### config.mk
export PLATFORM = sky130hd
export DESIGN_NAME = modtimer
export DESIGN_NICKNAME = d
export VERILOG_FILES = /design/src/rtl/modtimer_pkg.sv /design/src/rtl/modtimer_dp.sv /design/src/rtl/modtimer_ctrl.sv /design/src/rtl/modtimer.sv
export SDC_FILE = /design/constraint.sdc
export NUM_CORES = 1
export LEC_CHECK = 0
export ABC_AREA = 1
export BUFFER_PORTS_ARGS = -buffer_cell sky130_fd_sc_hd__buf_4
export CELL_PAD_IN_SITES_DETAIL_PLACEMENT = 0
export CELL_PAD_IN_SITES_GLOBAL_PLACEMENT = 2
export CORE_ASPECT_RATIO = 1.1
export CORE_UTILIZATION = 36
export CTS_BUF_LIST = sky130_fd_sc_hd__clkbuf_8
export DETAILED_ROUTE_END_ITERATION = 12
export PLACE_DENSITY_LB_ADDON = 0.05
export REMOVE_ABC_BUFFERS = 1
export SLEW_MARGIN = 0
export SYNTH_ARGS = -nofsm -noshare
export SYNTH_HDL_FRONTEND = slang
export SYNTH_HIERARCHICAL = 1
export SYNTH_SLANG_ARGS = --single-unit
### constraint.sdc
create_clock -name clk -period 1.83 [get_ports clk]
set_input_delay 0.183 -clock clk [delete_from_list [all_inputs] [get_ports clk]]
set_output_delay 0.183 -clock clk [all_outputs]
set_load 0.005 [all_outputs]
### src/rtl/modtimer_pkg.sv
package modtimer_pkg;
  localparam int unsigned TM_BYTE_W = 8;
  localparam int unsigned TM_ADDR_W = 3;
  localparam int unsigned TM_PS_W   = 3;

  localparam logic [TM_ADDR_W-1:0] ADR_CTRL   = 3'd0;
  localparam logic [TM_ADDR_W-1:0] ADR_CNT_HI = 3'd1;
  localparam logic [TM_ADDR_W-1:0] ADR_CNT_LO = 3'd2;
  localparam logic [TM_ADDR_W-1:0] ADR_MOD_HI = 3'd3;
  localparam logic [TM_ADDR_W-1:0] ADR_MOD_LO = 3'd4;

  // control bit positions
  localparam int unsigned BIT_FLAG  = 7;
  localparam int unsigned BIT_IEN   = 6;
  localparam int unsigned BIT_HALT  = 5;
  localparam int unsigned BIT_CLEAR = 4;

  typedef struct packed {
    logic                 halt;
    logic [TM_PS_W-1:0]   psSel;
    logic                 cntClear;
    logic                 modHiWr;
    logic                 modLoWr;
    logic                 cntHiRd;
    logic                 cntLoRd;
    logic [TM_BYTE_W-1:0] wrByte;
  } dpStrobes_t;
endpackage

### src/rtl/modtimer_dp.sv
module modtimer_dp
  import modtimer_pkg::*;
#(
  parameter int unsigned CNT_W = 16
) (
  input  logic                 clk,
  input  logic                 rstN,
  input  dpStrobes_t           strb,
  output logic                 ovfPulse,
  output logic [TM_BYTE_W-1:0] cntHiByte,
  output logic [TM_BYTE_W-1:0] cntLoByte,
  output logic [TM_BYTE_W-1:0] modHiByte,
  output logic [TM_BYTE_W-1:0] modLoByte
);
  localparam int unsigned PRE_W = (1 << TM_PS_W) - 1;

  logic [PRE_W-1:0]     preQ, preMask;
  logic [CNT_W-1:0]     cntQ, modQ;
  logic [TM_BYTE_W-1:0] loLatchQ;
  logic                 latchValidQ;
  logic                 tick, atLimit;

  always_comb begin
    preMask  = ~({PRE_W{1'b1}} << strb.psSel);
    tick     = !strb.halt && ((preQ & preMask) == preMask);
    atLimit  = (cntQ == modQ);
    ovfPulse = tick && atLimit && !strb.cntClear;
  end

  always_ff @(posedge clk or negedge rstN) begin
    if (!rstN) begin
      preQ <= '0;
      cntQ <= '0;
    end else if (strb.cntClear) begin
      preQ <= '0;
      cntQ <= '0;
    end else if (!strb.halt) begin
      preQ <= preQ + 1'b1;
      if (tick) cntQ <= atLimit ? '0 : cntQ + 1'b1;
    end
  end

  always_ff @(posedge clk or negedge rstN) begin
    if (!rstN) begin
      modQ <= '1;
    end else begin
      if (strb.modHiWr) modQ[CNT_W-1:TM_BYTE_W] <= strb.wrByte;
      if (strb.modLoWr) modQ[TM_BYTE_W-1:0]     <= strb.wrByte;
    end
  end

  always_ff @(posedge clk or negedge rstN) begin
    if (!rstN) begin
      loLatchQ    <= '0;
      latchValidQ <= 1'b0;
    end else if (strb.cntHiRd) begin
      loLatchQ    <= cntQ[TM_BYTE_W-1:0];
      latchValidQ <= 1'b1;
    end else if (strb.cntLoRd) begin
      latchValidQ <= 1'b0;
    end
  end

  assign cntHiByte = cntQ[CNT_W-1:TM_BYTE_W];
  assign cntLoByte = latchValidQ ? loLatchQ : cntQ[TM_BYTE_W-1:0];
  assign modHiByte = modQ[CNT_W-1:TM_BYTE_W];
  assign modLoByte = modQ[TM_BYTE_W-1:0];

  p_halt_hold_r2: assert property (@(posedge clk) disable iff (!rstN)
    strb.halt && !strb.cntClear |=> $stable(cntQ));
  p_wrap_zero_r4: assert property (@(posedge clk) disable iff (!rstN)
    ovfPulse |=> cntQ == '0);
  p_clear_r9: assert property (@(posedge clk) disable iff (!rstN)
    strb.cntClear |=> (cntQ == '0) && (preQ == '0));
  p_capture_r10: assert property (@(posedge clk) disable iff (!rstN)
    strb.cntHiRd |=> cntLoByte == $past(cntQ[TM_BYTE_W-1:0]));
endmodule

### src/rtl/modtimer_ctrl.sv
module modtimer_ctrl
  import modtimer_pkg::*;
(
  input  logic                 clk,
  input  logic                 rstN,
  input  logic [TM_ADDR_W-1:0] addr,
  input  logic                 rdEn,
  input  logic                 wrEn,
  input  logic [TM_BYTE_W-1:0] wrData,
  input  logic                 ovfPulse,
  input  logic [TM_BYTE_W-1:0] cntHiByte,
  input  logic [TM_BYTE_W-1:0] cntLoByte,
  input  logic [TM_BYTE_W-1:0] modHiByte,
  input  logic [TM_BYTE_W-1:0] modLoByte,
  output dpStrobes_t           strb,
  output logic [TM_BYTE_W-1:0] rdData,
  output logic                 irq
);
  logic               flagQ, irqEnQ, haltQ, armedQ;
  logic [TM_PS_W-1:0] psQ;
  logic               ctrlWr, ctrlRd;

  assign ctrlWr = wrEn && (addr == ADR_CTRL);
  assign ctrlRd = rdEn && (addr == ADR_CTRL);

  always_ff @(posedge clk or negedge rstN) begin
    if (!rstN) begin
      irqEnQ <= 1'b0;
      haltQ  <= 1'b1;
      psQ    <= '0;
    end else if (ctrlWr) begin
      irqEnQ <= wrData[BIT_IEN];
      haltQ  <= wrData[BIT_HALT];
      psQ    <= wrData[TM_PS_W-1:0];
    end
  end

  // flag: overflow wins over a clearing write in the same cycle
  always_ff @(posedge clk or negedge rstN) begin
    if (!rstN) begin
      flagQ  <= 1'b0;
      armedQ <= 1'b0;
    end else begin
      if (ovfPulse)                                    flagQ <= 1'b1;
      else if (ctrlWr && !wrData[BIT_FLAG] && armedQ)  flagQ <= 1'b0;

      if (ovfPulse || ctrlWr)    armedQ <= 1'b0;
      else if (ctrlRd && flagQ)  armedQ <= 1'b1;
    end
  end

  always_comb begin
    strb.halt     = haltQ;
    strb.psSel    = psQ;
    strb.cntClear = ctrlWr && wrData[BIT_CLEAR];
    strb.modHiWr  = wrEn && (addr == ADR_MOD_HI);
    strb.modLoWr  = wrEn && (addr == ADR_MOD_LO);
    strb.cntHiRd  = rdEn && (addr == ADR_CNT_HI);
    strb.cntLoRd  = rdEn && (addr == ADR_CNT_LO);
    strb.wrByte   = wrData;
  end

  always_comb begin
    case (addr)
      ADR_CTRL:   rdData = {flagQ, irqEnQ, haltQ, 2'b00, psQ};
      ADR_CNT_HI: rdData = cntHiByte;
      ADR_CNT_LO: rdData = cntLoByte;
      ADR_MOD_HI: rdData = modHiByte;
      ADR_MOD_LO: rdData = modLoByte;
      default:    rdData = '0;
    endcase
  end

  assign irq = flagQ && irqEnQ;

  p_flag_set_r4: assert property (@(posedge clk) disable iff (!rstN)
    ovfPulse |=> flagQ);
  p_unarmed_keep_r5: assert property (@(posedge clk) disable iff (!rstN)
    flagQ && !armedQ |=> flagQ);
  p_ovf_disarm_r6: assert property (@(posedge clk) disable iff (!rstN)
    ovfPulse |=> !armedQ);
  p_write_one_r7: assert property (@(posedge clk) disable iff (!rstN)
    ctrlWr && wrData[BIT_FLAG] && !ovfPulse |=> flagQ == $past(flagQ));
endmodule

### src/rtl/modtimer.sv
module modtimer
  import modtimer_pkg::*;
#(
  parameter int unsigned CNT_W = 16
) (
  input  logic                 clk,
  input  logic                 rstN,
  input  logic [TM_ADDR_W-1:0] addr,
  input  logic                 rdEn,
  input  logic                 wrEn,
  input  logic [TM_BYTE_W-1:0] wrData,
  output logic [TM_BYTE_W-1:0] rdData,
  output logic                 irq
);
  dpStrobes_t           strb;
  logic                 ovfPulse;
  logic [TM_BYTE_W-1:0] cntHiByte, cntLoByte, modHiByte, modLoByte;

  modtimer_ctrl u_ctrl (
    .clk(clk), .rstN(rstN), .addr(addr), .rdEn(rdEn), .wrEn(wrEn),
    .wrData(wrData), .ovfPulse(ovfPulse), .cntHiByte(cntHiByte),
    .cntLoByte(cntLoByte), .modHiByte(modHiByte), .modLoByte(modLoByte),
    .strb(strb), .rdData(rdData), .irq(irq)
  );

  modtimer_dp #(.CNT_W(CNT_W)) u_dp (
    .clk(clk), .rstN(rstN), .strb(strb), .ovfPulse(ovfPulse),
    .cntHiByte(cntHiByte), .cntLoByte(cntLoByte),
    .modHiByte(modHiByte), .modLoByte(modLoByte)
  );
endmodule

==> results by group <==
Routing
  • Vias per cell: 5.02
  • Total number of vias: 3,306
  • Number of remaining DRC errors: 0
  • Routed WL: 10,600 um
  • Drt wl/cell: 16.1 um
  • Routed Antenna Nets: 0
  • Drt first pass iters: 5
  • 1st-iter DRT viols: between 100 and 150

GRT
  • Largest net degree at the start of global routing: 31
  • Grt total ovfl: 0
  • Global-route wire length before repair: around 18,000 um
  • Vias in the first global route: 3,254
  • Antenna violations before repair: 0
  • Tot GR Track Use: 21.7%

Final layout
  • Nets: 557
  • Layout cells sized above 1: 15.7%
  • Area of the multi-input gates: 1750 sq um
  • Antenna Cells: 0
  • P&R area growth vs syn: 9.73%
  • Final instance area: 3950 sq um
  • Storage cell area: 1400 sq um
  • Number of fillers in the final layout: 1,023

Timing
  • Final Hold Fails: 0
  • Fmax: about 0.59 GHz
  • Final critical-path share of the clock period: approximately 93%
  • Worst slew pin tran: 458 ps
  • Slew headroom: between 60 and 70%
  • RSZ-0062 raised after global routing: no
  • Final setup vio count: 0
  • Tmin final: 1690 ps
  • Clock skew: 14.0 ps
  • Final total negative setup slack: 0 ps
  • Final Slew Violations: 0

Outcome
  • Status: finished, final reports clean

Setup path
  • Reg2Reg Setup Slack: about 140 ps
  • CP Launch Type: register
  • Crit-path most repeated cell: nand2_1
  • Worst R2R End: u_dp/cntQ[5]$_DFFE_PN0P_
  • Critical Path Max Stage Delay: a little over 600 ps
  • CP endpoint kind: register
  • Cell-by-cell trace of the critical path: inv_2 -> nand3_2 -> nand2_1 -> nand2_1 -> a21oi_4 -> nor2_4 -> o21ai_0
  • Worst Path Required: a little over 2000 ps
  • Worst Reg-to-Reg Cells: 7
  • CP max FO: 17
  • WS Path Type: reg -> reg
  • R2R Path Start: u_ctrl/haltQ$_DFFE_PN1P_
  • Cell at the slowest stage of the critical path: dfstp_2
  • Data arrival time of the critical path: 1880 ps

CTS
  • CTS max path bufs: 2
  • Clock input transition at the sequential cells of the worst setup and hold paths: 110 ps
  • Clock Latency Late Sink: 330 ps
  • Clock sinks: 55
  • H-tree depth: 2
  • Clock buffer count from CTS: 5
  • Root buf cell: clkbuf_8
  • CTS tree: done

Synth
  • Dominant synthesized flop cell: dfrtp_1
  • #FFs+latches synth: 55
  • Synth unique cells: 31
  • Sequential area share after synthesis: 38.8%
  • Post-synth top area share: 26.4%
  • Area leader, netlist: dfrtp_1
  • Synthesized instance count: 526
  • Commonest cells in the netlist: nand2_1 (198), inv_1 (52), o21ai_0 (42)
  • Post-Syn Area: around 3600 sq um
  • Post-synth ARST share: 100%
  • Yosys warning total: 6
  • EDFF count, synth: 0
  • Synth area leaders: dfrtp_1 (26%), nand2_1 (21%), dfstp_2 (12%)
  • Synthesized area per cell: 6.85 sq um
  • Most numerous cell in the Yosys netlist: nand2_1

Place
  • PortBufs: 23
  • Post-DP Area: 3830 sq um
  • GPL Wtd Cong: 0.832
  • Post-DP HPWL: just under 8000 um

Floorplan
  • Placement row count: 37
  • Core Region: around 9500 sq um
  • Initial Util: 37.8%
  • I/O pins: 24
  • Total Die Area: 10,400 sq um
  • Die height: 107 um
  • Die W: 97.4 um

Worst hold path
  • WHS Endpoint: u_ctrl/irqEnQ$_DFFE_PN0P_
  • HP Class: in -> reg
  • Min-Delay Path Depth: 3
  • Hold Path Origin: wrData[6]

Power and ir drop
  • PwrDens: 916 nW/um^2
  • VDD IR max: 0.417 mV
  • LEAKAGE: 1.92 nW
  • Power Total: 3.62 mW

Run
  • Max-cap check violation count: 0
## cells by family (layout without fill, tap and decap cells)
kind of cell             after synthesis  count (layout)  share of synthesized area, %
AO/OA/AOI/OAI                         51              51                          7.40
flip-flops                            55              55                          38.8
buffers and inverters                 91             106                          12.7
AND/OR/NAND/NOR                      320             320                          38.7
XOR/XNOR                               7               7                          1.70
adder cells (fa/ha/maj)                2               2                         0.695
## repair_timing
action / in CTS / in global routing
setup endpoints to repair: 1 / 4
setup buffers: 0 / 0
resized for setup: 1 / 5
endpoints found under the hold margin: 12 / 0
hold buffers: 1 / 0
## worst max-delay path by stage
stage          slack (ps)                   endpoint                    startpoint  depth (start not counted)
2_1_floorplan          60  u_dp/cntQ[15]$_DFFE_PN0P_                       addr[1]                          6
3_3_place_gp          170   u_dp/cntQ[5]$_DFFE_PN0P_      u_ctrl/haltQ$_DFFE_PN1P_                          7
3_5_place_dp          140  u_ctrl/armedQ$_DFFE_PN0P_     u_dp/cntQ[13]$_DFFE_PN0P_                         11
4_1_cts               120   u_dp/cntQ[5]$_DFFE_PN0P_      u_ctrl/haltQ$_DFFE_PN1P_                          7
5_1_grt                 5                  rdData[7]  u_dp/latchValidQ$_DFFE_PN0P_                          6
6_report              140   u_dp/cntQ[5]$_DFFE_PN0P_      u_ctrl/haltQ$_DFFE_PN1P_                          7
## registers in the layout, summed over array words and instances, names as in the netlist
signal            count
u_ctrl/armedQ         1
u_ctrl/flagQ          1
u_ctrl/haltQ          1
u_ctrl/irqEnQ         1
u_ctrl/psQ            3
u_dp/cntQ            16
u_dp/latchValidQ      1
u_dp/loLatchQ         8
u_dp/modQ            16
u_dp/preQ             7
## report_power, final
group | switching [mW] | total (mW) | internal, mW
Clock | 0.422 | 0.764 | 0.342
Combinational | 0.673 | 1.08 | 0.403
Sequential | 0.257 | 1.78 | 1.52
Total | 1.35 | 3.62 | 2.27
## area by class of cell
cell class              count  share of cell area (%)
multi-input cells         380                    44.3
inverters                  57                    5.48
repair buffers             41                    8.48
clock buffers               7                    2.44
well taps                 117                    3.70
clock inverters             1                  0.0950
flip-flops and latches     55                    35.5
## stage by stage
step | worst slack [ps] | hold WS, ps | util [%] | std cells
CTS | 120 | 59.9 | 41.3 | 658
finish | 137 | 64.5 | 41.4 | 658
global route | 4.62 | 55.7 | 41.4 | 658
floorplan | 61.1 | -113 | - | 492
global placement | 167 | 145 | 40.2 | 649
detailed placement | 142 | 140 | 40.2 | 649
## placed cells by master (no fill, tap or decap)
master	count
nand2_1	198
inv_1	53
o21ai_0	42
nor2_1	41
buf_4	38
dfrtp_1	33
nand4_1	31
nand3_1	29
dfstp_2	17
clkbuf_8	7
nor3_1	7
xor2_1	7
a21oi_1	6
dfrtp_2	5
nor2_4	3
inv_2	3
buf_12	2
nand2_2	2
nor2_2	2
o21ai_1	2
ha_1	2
dlygate4sd3_1	1
inv_4	1
nand3_4	1
nor4_2	1
nor4_1	1
or2_2	1
nand3b_1	1
nand3_2	1
a21oi_4	1
nor3b_1	1
clkinv_1	1
## per-layer routing
layer	track usage [%]	vias to the layer above	routed length (um)
met5	0	-	0
met1	29.5	1554	4900
met4	6.30	0	114
li1	-	1694	-
met3	2.80	6	401
met2	36.3	52	5150
## worst max-delay path, delay by kind of cell, from the launching register on
family | cells | cell delay, ps
AO/OA/AOI/OAI | 2 | 240
buffers and inverters | 1 | 80
flip-flops | 1 | 610
AND/OR/NAND/NOR | 4 | 620
No activity file was read; power rests on OpenSTA's default activity.
